[src/rtl/fast_irq_pkg.sv]
package fast_irq_pkg;
   localparam int unsigned CSR_AW = 12;
   localparam logic [CSR_AW-1:0] CSR_ENABLE  = 12'h7D0;
   localparam logic [CSR_AW-1:0] CSR_PENDING = 12'h7D1;
   localparam logic [CSR_AW-1:0] CSR_VECBASE = 12'h7D2;

   typedef enum logic [1:0] {
      SEL_NONE    = 2'd0,
      SEL_ENABLE  = 2'd1,
      SEL_PENDING = 2'd2,
      SEL_VECBASE = 2'd3
   } csr_sel_e;
endpackage

[src/rtl/fast_irq_csr.sv]
module fast_irq_csr
   import fast_irq_pkg::*;
#(
   parameter int unsigned NUM_IRQ   = 32,
   parameter int unsigned XLEN      = 32,
   parameter logic [31:0] VEC_RESET = 32'h0000_0001
) (
   input  logic                clk_i,
   input  logic                rst_ni,
   input  logic [NUM_IRQ-1:0]  irq_i,
   input  logic                csr_req_i,
   input  logic                csr_we_i,
   input  logic [CSR_AW-1:0]   csr_addr_i,
   input  logic [XLEN-1:0]     csr_wdata_i,
   output logic [XLEN-1:0]     csr_rdata_o,
   output logic                csr_illegal_o,
   output logic [NUM_IRQ-1:0]  enable_o,
   output logic [XLEN-1:0]     vecbase_o
);
   csr_sel_e           sel;
   logic [NUM_IRQ-1:0] enable_q;
   logic [XLEN-1:0]    vecbase_q;
   logic               wr_enable, wr_vecbase;

   always_comb begin
      unique case (csr_addr_i)
         CSR_ENABLE:  sel = SEL_ENABLE;
         CSR_PENDING: sel = SEL_PENDING;
         CSR_VECBASE: sel = SEL_VECBASE;
         default:     sel = SEL_NONE;
      endcase
   end

   assign csr_illegal_o = csr_req_i && (sel == SEL_NONE);
   assign wr_enable     = csr_req_i && csr_we_i && (sel == SEL_ENABLE);
   assign wr_vecbase    = csr_req_i && csr_we_i && (sel == SEL_VECBASE);

   always_ff @(posedge clk_i or negedge rst_ni) begin
      if (!rst_ni) begin
         enable_q  <= '0;
         vecbase_q <= XLEN'(VEC_RESET);
      end else begin
         if (wr_enable)  enable_q  <= csr_wdata_i[NUM_IRQ-1:0];
         if (wr_vecbase) vecbase_q <= csr_wdata_i;
      end
   end

   always_comb begin
      csr_rdata_o = '0;
      unique case (sel)
         SEL_ENABLE:  csr_rdata_o[NUM_IRQ-1:0] = enable_q;
         SEL_PENDING: csr_rdata_o[NUM_IRQ-1:0] = irq_i;
         SEL_VECBASE: csr_rdata_o = vecbase_q;
         default:     csr_rdata_o = '0;
      endcase
   end

   assign enable_o  = enable_q;
   assign vecbase_o = vecbase_q;

   // an access to an unknown address leaves all stored state alone
   a_r9_unknown_keeps_state: assert property (@(posedge clk_i) disable iff (!rst_ni)
      (csr_req_i && csr_we_i && csr_illegal_o) |=> ($stable(enable_q) && $stable(vecbase_q)));

   // a write to the pending view does not reach the stored registers
   a_r3_pending_write_ignored: assert property (@(posedge clk_i) disable iff (!rst_ni)
      (csr_req_i && csr_we_i && csr_addr_i == CSR_PENDING) |=> ($stable(enable_q) && $stable(vecbase_q)));

   // the enable mask only changes after a write to its own address
   a_r2_enable_only_on_write: assert property (@(posedge clk_i) disable iff (!rst_ni)
      !(csr_req_i && csr_we_i && csr_addr_i == CSR_ENABLE) |=> $stable(enable_q));
endmodule

[src/rtl/fast_irq_prio.sv]
module fast_irq_prio #(
   parameter int unsigned NUM_IRQ = 32,
   parameter int unsigned ID_W    = 5
) (
   input  logic [NUM_IRQ-1:0] irq_i,
   input  logic [NUM_IRQ-1:0] enable_i,
   input  logic               mie_i,
   output logic               valid_o,
   output logic [ID_W-1:0]    id_o
);
   logic [NUM_IRQ-1:0] cand;

   // each line is qualified once, in a generated slice
   for (genvar g = 0; g < NUM_IRQ; g++) begin : g_qual
      assign cand[g] = irq_i[g] & enable_i[g] & mie_i;
   end

   // scan from the top down so that the lowest set index is left in id_o;
   // every line is visited exactly once
   always_comb begin
      id_o = '0;
      for (int i = NUM_IRQ - 1; i >= 0; i--) begin
         if (cand[i]) id_o = ID_W'(i);
      end
   end

   assign valid_o = |cand;
endmodule

[src/rtl/fast_irq_vector.sv]
module fast_irq_vector #(
   parameter int unsigned XLEN = 32,
   parameter int unsigned ID_W = 5
) (
   input  logic [XLEN-1:0] vecbase_i,
   input  logic            valid_i,
   input  logic [ID_W-1:0] id_i,
   input  logic            accept_i,
   output logic [XLEN-1:0] redirect_o,
   output logic            ack_o,
   output logic [ID_W-1:0] ack_id_o
);
   localparam int unsigned SLOT_SHIFT = 2;

   logic [XLEN-1:0] base_aligned;
   logic [XLEN-1:0] offset;

   assign base_aligned = {vecbase_i[XLEN-1:SLOT_SHIFT], {SLOT_SHIFT{1'b0}}};
   assign offset       = XLEN'(id_i) << SLOT_SHIFT;
   assign redirect_o   = base_aligned + offset;

   assign ack_o    = accept_i & valid_i;
   assign ack_id_o = ack_o ? id_i : '0;
endmodule

[src/rtl/fast_irq_ext.sv]
module fast_irq_ext
   import fast_irq_pkg::*;
#(
   parameter int unsigned NUM_IRQ   = 32,
   parameter int unsigned XLEN      = 32,
   parameter logic [31:0] VEC_RESET = 32'h0000_0001,
   localparam int unsigned ID_W     = (NUM_IRQ > 1) ? $clog2(NUM_IRQ) : 1
) (
   input  logic                clk_i,
   input  logic                rst_ni,
   input  logic [NUM_IRQ-1:0]  irq_i,
   input  logic                mie_i,
   input  logic                csr_req_i,
   input  logic                csr_we_i,
   input  logic [CSR_AW-1:0]   csr_addr_i,
   input  logic [XLEN-1:0]     csr_wdata_i,
   output logic [XLEN-1:0]     csr_rdata_o,
   output logic                csr_illegal_o,
   output logic                take_o,
   output logic [ID_W-1:0]     take_id_o,
   output logic [XLEN-1:0]     redirect_o,
   input  logic                accept_i,
   output logic                ack_o,
   output logic [ID_W-1:0]     ack_id_o
);
   if (NUM_IRQ < 2 || NUM_IRQ > XLEN) begin : g_bad_num
      $error("fast_irq_ext: NUM_IRQ must lie in 2..XLEN");
   end
   if (XLEN != 32 && XLEN != 64) begin : g_bad_xlen
      $error("fast_irq_ext: XLEN must be 32 or 64");
   end

   logic [NUM_IRQ-1:0] enable;
   logic [XLEN-1:0]    vecbase;

   fast_irq_csr #(.NUM_IRQ(NUM_IRQ), .XLEN(XLEN), .VEC_RESET(VEC_RESET)) u_csr (
      .clk_i         (clk_i),
      .rst_ni        (rst_ni),
      .irq_i         (irq_i),
      .csr_req_i     (csr_req_i),
      .csr_we_i      (csr_we_i),
      .csr_addr_i    (csr_addr_i),
      .csr_wdata_i   (csr_wdata_i),
      .csr_rdata_o   (csr_rdata_o),
      .csr_illegal_o (csr_illegal_o),
      .enable_o      (enable),
      .vecbase_o     (vecbase)
   );

   fast_irq_prio #(.NUM_IRQ(NUM_IRQ), .ID_W(ID_W)) u_prio (
      .irq_i    (irq_i),
      .enable_i (enable),
      .mie_i    (mie_i),
      .valid_o  (take_o),
      .id_o     (take_id_o)
   );

   fast_irq_vector #(.XLEN(XLEN), .ID_W(ID_W)) u_vec (
      .vecbase_i  (vecbase),
      .valid_i    (take_o),
      .id_i       (take_id_o),
      .accept_i   (accept_i),
      .redirect_o (redirect_o),
      .ack_o      (ack_o),
      .ack_id_o   (ack_id_o)
   );

   // the chosen line is live and enabled
   a_r5_taken_line_live: assert property (@(posedge clk_i) disable iff (!rst_ni)
      take_o |-> (irq_i[take_id_o] && enable[take_id_o] && mie_i));

   // no lower qualifying line is skipped
   a_r6_lowest_wins: assert property (@(posedge clk_i) disable iff (!rst_ni)
      take_o |-> ((irq_i & enable & ((NUM_IRQ'(1) << take_id_o) - NUM_IRQ'(1))) == '0));

   // handler addresses stay word aligned
   a_r7_redirect_aligned: assert property (@(posedge clk_i) disable iff (!rst_ni)
      take_o |-> (redirect_o[1:0] == 2'b00));

   // acknowledge only for an interrupt that is on offer, with its index
   a_r8_ack_needs_take: assert property (@(posedge clk_i) disable iff (!rst_ni)
      ack_o |-> (take_o && ack_id_o == take_id_o));
endmodule

[config.mk]
export PLATFORM = sky130hd
export DESIGN_NAME = fast_irq_ext
export DESIGN_NICKNAME = d
export VERILOG_FILES = /design/src/rtl/fast_irq_pkg.sv /design/src/rtl/fast_irq_csr.sv /design/src/rtl/fast_irq_prio.sv /design/src/rtl/fast_irq_vector.sv /design/src/rtl/fast_irq_ext.sv
export SDC_FILE = /design/constraint.sdc
export NUM_CORES = 1
export LEC_CHECK = 0
export BUFFER_PORTS_ARGS = -buffer_cell sky130_fd_sc_hd__buf_4
export CAP_MARGIN = 5
export CELL_PAD_IN_SITES_DETAIL_PLACEMENT = 1
export CELL_PAD_IN_SITES_GLOBAL_PLACEMENT = 2
export CORE_UTILIZATION = 28
export CTS_CLUSTER_SIZE = 25
export DETAILED_ROUTE_END_ITERATION = 16
export GPL_TIMING_DRIVEN = 0
export HOLD_SLACK_MARGIN = 0.02
export PLACE_DENSITY_LB_ADDON = 0.12
export SLEW_MARGIN = 25
export SYNTH_ARGS = -nofsm -noshare
export SYNTH_HDL_FRONTEND = slang
export SYNTH_HIERARCHICAL = 1
export SYNTH_SLANG_ARGS = --single-unit
[constraint.sdc]
create_clock -name clk_i -period 2.9 [get_ports clk_i]
set_input_delay 0.145 -clock clk_i [delete_from_list [all_inputs] [get_ports clk_i]]
set_output_delay 0.145 -clock clk_i [all_outputs]
set_load 0.01 [all_outputs]
# == Yosys cells after proc, flatten, opt, wreduce, memory -nomap -nowiden ==
# Cells that the tools add are included.
# op_classes
n_addsub,1
eq_ne,6
mux,35
bitwise_logic,65
reduce_logical,6
# op_table
op,n
$mux 5,33
$pmux 32 s3,1
$and 1x1->1,65
$eq 12x11->1 const B,3
$add 32x7->32,1
$reduce_or 32->1,1
$pmux 2 s3,1
$eq 2x2->1 const B,2
$logic_and 1x1->1,4
$eq 2x1->1 const B,1
$logic_not 2->1,1
# word_totals
ff_bits,64
inputBits,82
output_inout_bits,77
word_cells,115

# == Longest topological paths before layout ==
# Gate-level depths: netlist of the first run.
# depth
depth_word,35
mapped_depth,13
mapped_depth_nobuf,12

# == Hierarchy ==
# The synthesis of the first run kept the hierarchy.
# modules_own_cells
module,n_inst,cells_each,area_each_um2,seq_area_each_um2
fast_irq_csr,1,256,3285.7,1602.8
fast_irq_vector,1,117,980.9,0.0
fast_irq_prio,1,98,598.1,0.0

# == Worst setup path before layout of the first run ==
# Ideal clock, no wire load.
# synth_timing
path_kind,flip-flop to output port
startpoint,register u_csr.enable_q[28] (netlist: u_csr/enable_o[28])
endpoint,output redirect_o[28]
arrival_ns,3.171
t_required_ns,2.755
path_slack_ns,-0.416
stages_incl_launch_ff,13
n_path_buf,1
cell_sequence,dfrtp_1 -> a22o_1 -> or3b_1 -> a21oi_1 -> o21ai_1 -> a21oi_1 -> inv_1 -> fa_1 -> and2b_1 -> o211ai_4 -> buf_6 -> a2111oi_2 -> xor2_1
# synth_between
elab_chain_len,32
# synth_rtl
element,line,text
from (decl),fast_irq_csr.sv:21,logic [NUM_IRQ-1:0] enable_q;
from (signal assigned),fast_irq_csr.sv:43,if (wr_enable) enable_q <= csr_wdata_i[NUM_IRQ-1:0];
$and 1x1->1 (2 in series),fast_irq_prio.sv:15,assign cand[g] = irq_i[g] & enable_i[g] & mie_i;
$mux 5 (29 in series),fast_irq_prio.sv:23,if (cand[i]) id_o = ID_W'(i);
net take_id_o[1],fast_irq_ext.sv:20,"output logic [ID_W-1:0] take_id_o,"
$add 32x7->32,fast_irq_vector.sv:20,assign redirect_o = base_aligned + offset;
to (decl),fast_irq_ext.sv:21,"output logic [XLEN-1:0] redirect_o,"
# The timed path passes the listed nets, and every way through them passes these cells.

# == Worst setup path in the final report of the first run ==
# layout_timing
startpoint,register u_csr.enable_q[22] (netlist: u_csr/enable_o[22])
endpoint,output redirect_o[20]
# layout_between
elab_chain_len,26
# layout_rtl
element,line
$and 1x1->1 (2 in series),fast_irq_prio.sv:15
$mux 5 (23 in series),fast_irq_prio.sv:23
$add 32x7->32,fast_irq_vector.sv:20
# No other way between the ends.

==> results_dict.tcl, run 1 <==
set metrics [dict create \
    syn_area_per_cell_um2 10.3 \
    drtIter0Drc 179 \
    grt_pass1_wl_um 28500 \
    skew_ns 0 \
    max_cap_violations 0 \
    violations "setup timing" \
    worst_ep_arrival_time_ns 3.53 \
    multi_input_area_um2 3350 \
    netlist_area_um2 4860 \
    switching_share_pct 22.9 \
    cp-end-kind "primary output" \
    synth_cell_type_count 70 \
    wire_per_inst_um 21.1 \
    place_congestion 0.794 \
    power.total_mw 2.33 \
    cts_tree "built" \
    path_buf_inv 4 \
    synth_common_cells "92 x mux2_2, 63 x dfrtp_1, 40 x a22oi_1" \
    worstSetupStartpointType "register" \
    via_per_inst 5.17 \
    yosysTopAreaCell "dfrtp_1" \
    max_freq_ghz 0.272 \
    cts_max_level 3 \
    final-seq-area_um2 1600 \
    power_frac_comb_pct 9.4 \
    placed_cells 847 \
    worstPathRequired_ns 2.76 \
    grt_pass1_vias 4914 \
    std_cell_rows 47 \
    worstSetupStartpoint "u_csr/enable_o[22]" \
    timing.hold.worst.start "csr_wdata_i[0]" \
    antenna_found_initial 0 \
    cp_cell_sequence "nand2_2, a31oi_2, a21boi_2, a211oi_2, a2bb2oi_2, ha_2, inv_2, fa_2, and2b_2, o211ai_4, buf_4, buf_16, a211oi_4, xor2_1, buf_4" \
    cts.sinks 64 \
    synth_top_area_share_pct 32.4 \
    grt_use_total_pct 21.2 \
    critical_path_peak_fanout 5 \
    vias 4577 \
    power_density_nw_per_um2 325 \
    antenna_cells 0 \
    period_share_pct 127 \
    die_h_um 134 \
    criticalPathCategory "register to primary output" \
    grt_max_degree 65 \
    syn_inst 471 \
    setup_viol 27 \
    stdcell_count 886 \
    clk_pin_slew_ns 0.06 \
    die_x_um 134 \
    critical-path-slowest-cell "dfrtp_1" \
    peakVddDrop_mv 0.250 \
    clkPwrFrac_pct 52.0 \
    relSlewSlack_pct 29.2 \
    ys_ff_latch 64 \
    num_io_pins 159 \
    status "finished, violations left" \
    synth_most_common_cell "mux2_2" \
    drt_wl_total_um 18700 \
    core_um2 16800 \
    cpPeakStageDelay_ns 0.41 \
    drc_errors 0 \
    initial_utilization_pct 29.0 \
    cpMostUsedCell "buf_4" \
    yosysSeqAreaShare_pct 32.9 \
    hold_violations 0 \
    path_delay_family "compound AO/OA/AOI/OAI gates" \
    p_leak_nw 3.36 \
    die_area_um2 17900 \
    fin_ws_ns -0.774 \
    yosysWarnings 6 \
    fillers 1885 \
    async_reset_ff_share_pct 100 \
    intPower_mw 1.80 \
    final_nets 749 \
    worstMarginPinSlew_ns 1.05 \
    synthTopCellsByArea "dfrtp_1 32%, mux2_2 21%, a22oi_1 6.2%" \
    clock_latency_ns 0.32 \
    hold_class "input pin to register" \
    synth-edff-count 0 \
    reg2reg_from "u_csr/vecbase_o[7]" \
    layout_min_cycle_time_ns 3.67 \
    ant_nets 0 \
    rsz0062_at_grt "yes" \
    drive_above_1_share_pct 54.8 \
    cts_buffers 9 \
    drv_slew 0 \
    overflow 0 \
    place_hpwl_um 14400 \
    area_growth_pct 47.2 \
    clockBufferDepth 2 \
    io_buffers 155 \
    synthFlopType "dfrtp_1" \
    clockRootBuffer "clkbuf_16" \
    pwr-share-seq_pct 38.6 \
    first_pass_iters 4 \
    switchingPower_uw 533 \
]
## cell families (layout without fill, tap and decap cells)
family / after synthesis / after routing / share of synthesized area (%)
adder cells (fa/ha/maj): 6 / 6 / 1.70
AO/OA/AOI/OAI: 105 / 105 / 18.0
flip-flops: 64 / 64 / 32.9
buffers and inverters: 40 / 234 / 4.66
other: 1 / 2 / 0.0771
multiplexers: 96 / 96 / 22.2
AND/OR/NAND/NOR: 131 / 131 / 15.3
XOR/XNOR: 28 / 28 / 5.04
## routing by layer
layer	vias up	wire length (um)	global-route usage, %	part of all wire (%)
li1	2147	-	-	-
met5	-	0	0	0
met1	2287	8310	27.8	45
met4	0	124	4.04	0.66
met3	10	869	3.14	4.7
met2	133	9360	36.8	50
## path summary, 6_finish.rpt
kind	depth (start not counted)	slack [ns]	endpoint
min in group asynchronous	2	0.47	u_csr/vecbase_o[8]
worst min register to register	1	0.52	u_csr/enable_o[0]
worst max-delay path	15	-0.77	redirect_o[20]
max in group asynchronous	2	1.83	u_csr/enable_o[19]
worst max register to register	1	1.96	u_csr/vecbase_o[7]
worst min-delay path	2	0.05	u_csr/enable_o[0]
## cell usage in the layout, fill, tap and decap left out, types with 5 or more instances in the layout
master | synthesis | routed
a2111oi_4 | 3 | 7
a21oi_1 | 11 | 6
a22o_1 | 5 | 5
a22oi_1 | 40 | 35
a22oi_2 | 0 | 5
and2_1 | 8 | 6
and3_1 | 6 | 6
buf_4 | 3 | 177
buf_6 | 8 | 9
clkbuf_1 | 14 | 14
clkbuf_16 | 0 | 9
dfrtp_1 | 63 | 62
inv_1 | 10 | 9
mux2_2 | 92 | 92
nand2_1 | 32 | 31
nand3_1 | 12 | 12
nor2_1 | 36 | 35
nor3_1 | 7 | 6
xor2_1 | 24 | 24
## repair_timing
item,CTS,global route
resized for setup,39,15
hold buffers,1,0
gates cloned,1,0
pin swaps,31,21
endpoints found under the hold margin,63,0
endpoints found under the setup margin,29,28
buffers inserted,17,4
## per-stage QoR
stage / hold slack (ns) / TNS, ns / setup WS [ns] / instance area, um^2 / utilization (%)
after floorplan: -0.151 / -1.29 / -0.143 / 4910 / -
after global placement: 0.304 / -16.72 / -0.786 / 6350 / 37.9
after detailed placement: 0.315 / -18.06 / -0.836 / 6350 / 37.9
after CTS: 0.0445 / -14.29 / -0.758 / 7040 / 42.0
after global routing: 0.0438 / -19.41 / -0.922 / 7160 / 42.7
final: 0.0506 / -14.58 / -0.774 / 7160 / 42.7
## sequential cells by signal, indices dropped and copies added, names as in the netlist
name and cells:
u_csr/enable_o 32, u_csr/vecbase_o 32
## power groups by stage
stage	clock network [mW]	registers [mW]	logic, mW
6_report	1.21	0.898	0.219
3_3_place_gp	0	0.914	0.211
2_1_floorplan	0	0.913	0.0547
3_5_place_dp	0	0.914	0.214
5_1_grt	1.27	0.898	0.238
4_1_cts	1.23	0.898	0.221
## cell type report
cell class | instances | share of cell area [%]
Multi-Input combinational cell | 368 | 46.8
Sequential cell | 64 | 22.4
Timing Repair Buffer | 178 | 19.1
Tap cell | 220 | 3.84
Clock buffer | 11 | 3.53
Buffer | 29 | 2.71
Clock inverter | 5 | 1.10
Inverter | 11 | 0.577
Note: power is estimated with default switching activity, not from simulation.
==> run 2, diff against run 1 <==
Settings changed: MAX_ROUTING_LAYER set to met4, PLACE_DENSITY_LB_ADDON 0.12 to 0.1.
==> run 2 against run 1 <==
Against the previous run:
- the flow still finishes with violations (setup timing)
- total power is 1.1% higher
- first-iteration DRC count is 12% higher
- cell count is 1.0% higher
- fmax is 1.0% lower
- critical path depth stayed put
- die area stayed put
- largest power group unchanged
- highest routed layer unchanged
==> results_dict.tcl, run 2 (synthesized netlist as in run 1, its figures left out) <==
set metrics [dict create \
    rsz0062_at_grt "yes" \
    final_cell_mix "187 x buf_4, 92 x mux2_2, 63 x dfrtp_1" \
    cp-end-kind "primary output" \
    p_leak_nw 3.45 \
    drv_slew 0 \
    clockBufferDepth 2 \
    first_pass_iters 5 \
    layout_commonest_cell "buf_4" \
    area_growth_pct 49.8 \
    worstPathRequired_ns 2.76 \
    die_area_um2 17900 \
    criticalPathCategory "register to primary output" \
    relSlewSlack_pct 40.1 \
    place_hpwl_um 14500 \
    fillers 1910 \
    hold_violations 0 \
    std_cell_rows 47 \
    grt_use_total_pct 22.4 \
    wire_per_inst_um 21.2 \
    timing.hold.worst.start "csr_wdata_i[0]" \
    place_congestion 0.806 \
    io_buffers 155 \
    final_nets 758 \
    grt_max_degree 65 \
    drc_errors 0 \
    vias 4685 \
    antenna_cells 0 \
    clk_pin_slew_ns 0.05 \
    cts.sinks 64 \
    drtIter0Drc 200 \
    die_x_um 134 \
    peakVddDrop_mv 0.268 \
    worstSetupStartpoint "u_csr/enable_o[30]" \
    num_io_pins 159 \
    drive_above_1_share_pct 56.0 \
    antenna_found_initial 0 \
    period_share_pct 128 \
    cts_max_level 3 \
    die_h_um 134 \
    clockRootBuffer "clkbuf_16" \
    overflow 0 \
    hold_class "input pin to register" \
    power.total_mw 2.36 \
    worst_ep_arrival_time_ns 3.57 \
    core_um2 16800 \
    cts_tree "built" \
    cts_buffers 9 \
    reg2reg_from "u_csr/enable_o[14]" \
    drt_wl_total_um 18900 \
    critical_path_peak_fanout 5 \
    status "finished, violations left" \
    layout_min_cycle_time_ns 3.71 \
    place_ws_ns -0.876 \
    clock_latency_ns 0.34 \
    max_freq_ghz 0.269 \
    fin_ws_ns -0.812 \
    grt_pass1_wl_um 29000 \
    grt_pass1_vias 5001 \
    power_density_nw_per_um2 323 \
    fin_hold_ws_ns 0.0417 \
    setup_viol 26 \
    skew_ns 0 \
    max_cap_violations 0 \
    ant_nets 0 \
    violations "setup timing" \
    worstSetupStartpointType "register" \
    worstMarginPinSlew_ns 0.885 \
    initial_utilization_pct 29.0 \
    via_per_inst 5.23 \
]
-- run 2: report_power, final --
part	leakage (nW)	internal [mW]	switching, mW	total, mW
sequential	0.891	0.896	0.00279	0.898
clock	0.161	0.822	0.414	1.24
combinational	2.40	0.105	0.116	0.221
total	3.45	1.82	0.533	2.36
-- run 2: path summary, 6_finish.rpt --
kind                                        to  slack (ns)  cells after the start
min reg2reg                  u_csr/enable_o[0]        0.51                      1
min                          u_csr/enable_o[0]        0.04                      2
min in group asynchronous  u_csr/vecbase_o[13]        0.46                      2
max reg2reg                 u_csr/enable_o[14]        1.95                      2
max in group asynchronous    u_csr/enable_o[2]        1.85                      2
max                             redirect_o[28]       -0.81                     15
-- run 2: stage by stage --
step / area, um^2 / TNS (ns) / utilization (%) / instances
after CTS: 7070 / -16.16 / 42.2 / 883
after global placement: 6350 / -16.63 / 37.9 / 847
final: 7290 / -14.94 / 43.5 / 895
after floorplan: 4910 / -1.29 / - / 472
after global routing: 7290 / -19.25 / 43.5 / 895
after detailed placement: 6350 / -19.28 / 37.9 / 847
-- run 2: cell type report --
cell class | instances | area [um^2] | share of cell area [%]
multi-input combinational | 368 | 3380 | 46.4
sequential | 64 | 1600 | 22.0
timing repair buffer | 187 | 1440 | 19.7
tap | 220 | 275 | 3.78
clock buffer | 12 | 267 | 3.66
buffer | 29 | 205 | 2.82
clock inverter | 4 | 75.1 | 1.03
inverter | 11 | 41.3 | 0.567
-- run 2: worst max-delay path, stage by stage (launching register included) --
cell,delay [ns]
dfrtp_1,0.41
nand2_1,0.08
a32o_2,0.18
a222oi_1,0.10
a211oi_2,0.37
a2bb2oi_2,0.21
ha_2,0.21
inv_2,0.04
fa_2,0.34
and2b_2,0.26
o211ai_4,0.13
buf_12,0.16
buf_16,0.13
a2111oi_4,0.29
xor2_1,0.17
buf_4,0.14
-- run 2: what timing repair did --
action / CTS / global route
pin swaps: 24 / 17
hold endpoints to repair: 63 / 0
gates resized for setup: 37 / 26
hold buffers: 1 / 0
endpoints found under the setup margin: 29 / 29
buffers inserted: 18 / 12
gates cloned: 1 / 0
-- run 2: layer usage --
| layer | share of wire (%) | track usage [%] |
|---|---|---|
| met1 | 42 | 27.6 |
| met2 | 51 | 38.4 |
| met3 | 4.7 | 3.29 |
| met4 | 1.5 | 5.11 |
| met5 | 0 | - |
==> run 3, diff against run 2 <==
Settings changed: CORE_MARGIN set to 2.
==> run 3 against run 2 <==
Against the previous run:
- the flow still finishes with violations (setup timing)
- total power shrank 1.8%
- cell count up 0.22%
- combinational power about the same
- highest routed layer unchanged
==> results_dict.tcl, run 3 (synthesized netlist as in run 1, its figures left out) <==
set metrics [dict create \
    stdcell_count 897 \
    cp-end-kind "primary output" \
    top_layer "met4" \
    overflow 0 \
    place_congestion 0.826 \
    p_leak_nw 3.44 \
    hold_class "input pin to register" \
    rsz0062_at_grt "yes" \
    worstPathRequired_ns 2.76 \
    area_growth_pct 51.0 \
    dr_wl_met3_um 700 \
    via_per_inst 5.21 \
    antenna_found_initial 0 \
    rr_worst_depth 1 \
    grt_pass1_wl_um 29200 \
    clockBufferDepth 2 \
    max_freq_ghz 0.273 \
    clk_pin_slew_ns 0.06 \
    layout_commonest_cell "buf_4" \
    clockRootBuffer "clkbuf_16" \
    num_io_pins 159 \
    relSlewSlack_pct 27.2 \
    core_um2 17100 \
    skew_ns 0 \
    dpl-instance-area_um2 6360 \
    die_x_um 136 \
    fin_util_pct 42.9 \
    setup_viol 26 \
    worstSetupStartpointType "register" \
    ant_nets 0 \
    fin_ws_ns -0.761 \
    initial_utilization_pct 28.4 \
    worstMarginPinSlew_ns 1.09 \
    placed_cells 852 \
    critical_path_peak_fanout 5 \
    m1WireLength_um 8830 \
    drc_errors 0 \
    crit_path_end "redirect_o[12]" \
    worstSetupStartpoint "u_csr/enable_o[21]" \
    cts_max_level 3 \
    power.total_mw 2.31 \
    dr_wl_met2_um 9710 \
    layout_min_cycle_time_ns 3.66 \
    drv_slew 0 \
    cts_buffers 9 \
    grt_use_total_pct 21.7 \
    cts.sinks 64 \
    max_cap_violations 0 \
    std_cell_rows 48 \
    drt_wl_total_um 19500 \
    r2r_slack_ns 1.94 \
    hold_violations 0 \
    io_buffers 155 \
    reg2reg_to "u_csr/vecbase_o[7]" \
    worst_ep_arrival_time_ns 3.52 \
    final_nets 755 \
    reg2reg_from "u_csr/vecbase_o[7]" \
    violations "setup timing" \
    wire_per_inst_um 21.7 \
    place_ws_ns -0.831 \
    peakVddDrop_mv 0.308 \
    period_share_pct 126 \
    power_density_nw_per_um2 315 \
    grt_max_degree 65 \
    status "finished, violations left" \
    cts_tree "built" \
    drive_above_1_share_pct 57.6 \
    die_h_um 136 \
    criticalPathCategory "register to primary output" \
    fillers 1905 \
    place_hpwl_um 14600 \
    vias 4673 \
    first_pass_iters 4 \
    clock_latency_ns 0.33 \
    antenna_cells 0 \
    fin_area_um2 7350 \
    drtIter0Drc 197 \
    die_area_um2 18400 \
    grt_pass1_vias 4982 \
    final_cell_mix "182 x buf_4, 92 x mux2_2, 62 x dfrtp_1" \
]
[run 3: cell types whose count changed in the layout (fill, tap and decap cells not counted), sizes merged]
cell	delta
buf	-3
clkbuf	-1
clkinv	+1
[run 3: worst min path at each step]
stage,start,to,slack (ns),cells past startpoint
finish,csr_wdata_i[31],u_csr/enable_o[31],0.04,2
global route,csr_wdata_i[31],u_csr/enable_o[31],0.02,2
CTS,csr_wdata_i[31],u_csr/enable_o[31],0.02,2
detailed placement,rst_ni,u_csr/vecbase_o[10],0.32,1
global placement,rst_ni,u_csr/vecbase_o[10],0.30,1
floorplan,rst_ni,u_csr/enable_o[0],-0.15,0
[run 3: layout make-up]
class | count | area (um^2) | area share [%]
flip-flops and latches | 64 | 1600 | 21.8
clock inverters | 5 | 80.1 | 1.09
clock buffers | 11 | 243 | 3.30
multi-input cells | 368 | 3450 | 47.0
plain buffers | 29 | 205 | 2.79
inverters | 11 | 41.3 | 0.562
repair buffers | 184 | 1440 | 19.6
well taps | 225 | 282 | 3.83
[run 3: routing by layer]
metal  track usage, %  vias to the layer above
met2             36.1                      123
met5                -                        -
li1                 -                     2176
met1             27.7                     2358
met4             4.51                        0
met3             3.88                       16
[run 3: where the power goes]
part	switching [mW]	internal, mW	total, mW
clock network	0.419	0.775	1.19
registers	0.00280	0.896	0.898
logic	0.118	0.104	0.222
[run 3: repair_timing]
| item | 4_1_cts | 5_1_grt |
|---|---|---|
| buffers inserted | 19 | 8 |
| hold buffers | 1 | 0 |
| setup endpoints to repair | 29 | 28 |
| cloned | 1 | 1 |
| hold endpoints to repair | 63 | 0 |
| resized for setup | 54 | 27 |
| pin swaps | 29 | 14 |
[run 3: stage by stage]
| stage | hold WS, ns | TNS, ns |
|---|---|---|
| 6_report | 0.0359 | -14.08 |
| 5_1_grt | 0.0215 | -18.05 |
| 4_1_cts | 0.0235 | -13.79 |
| 3_5_place_dp | 0.323 | -17.89 |
| 3_3_place_gp | 0.302 | -17.73 |
| 2_1_floorplan | -0.151 | -1.29 |
[run 3: critical path, stage by stage (launching register included)]
cell and delay [ns]:
dfrtp_1 0.42, a22o_1 0.19, a31oi_2 0.05, a21boi_2 0.18, a211oi_2 0.26, a2bb2oi_2 0.21, ha_2 0.21, inv_2 0.04
fa_2 0.34, and2b_2 0.26, o211ai_4 0.14, buf_12 0.16, buf_16 0.13, a211oi_1 0.29, xor2_1 0.18, buf_4 0.14
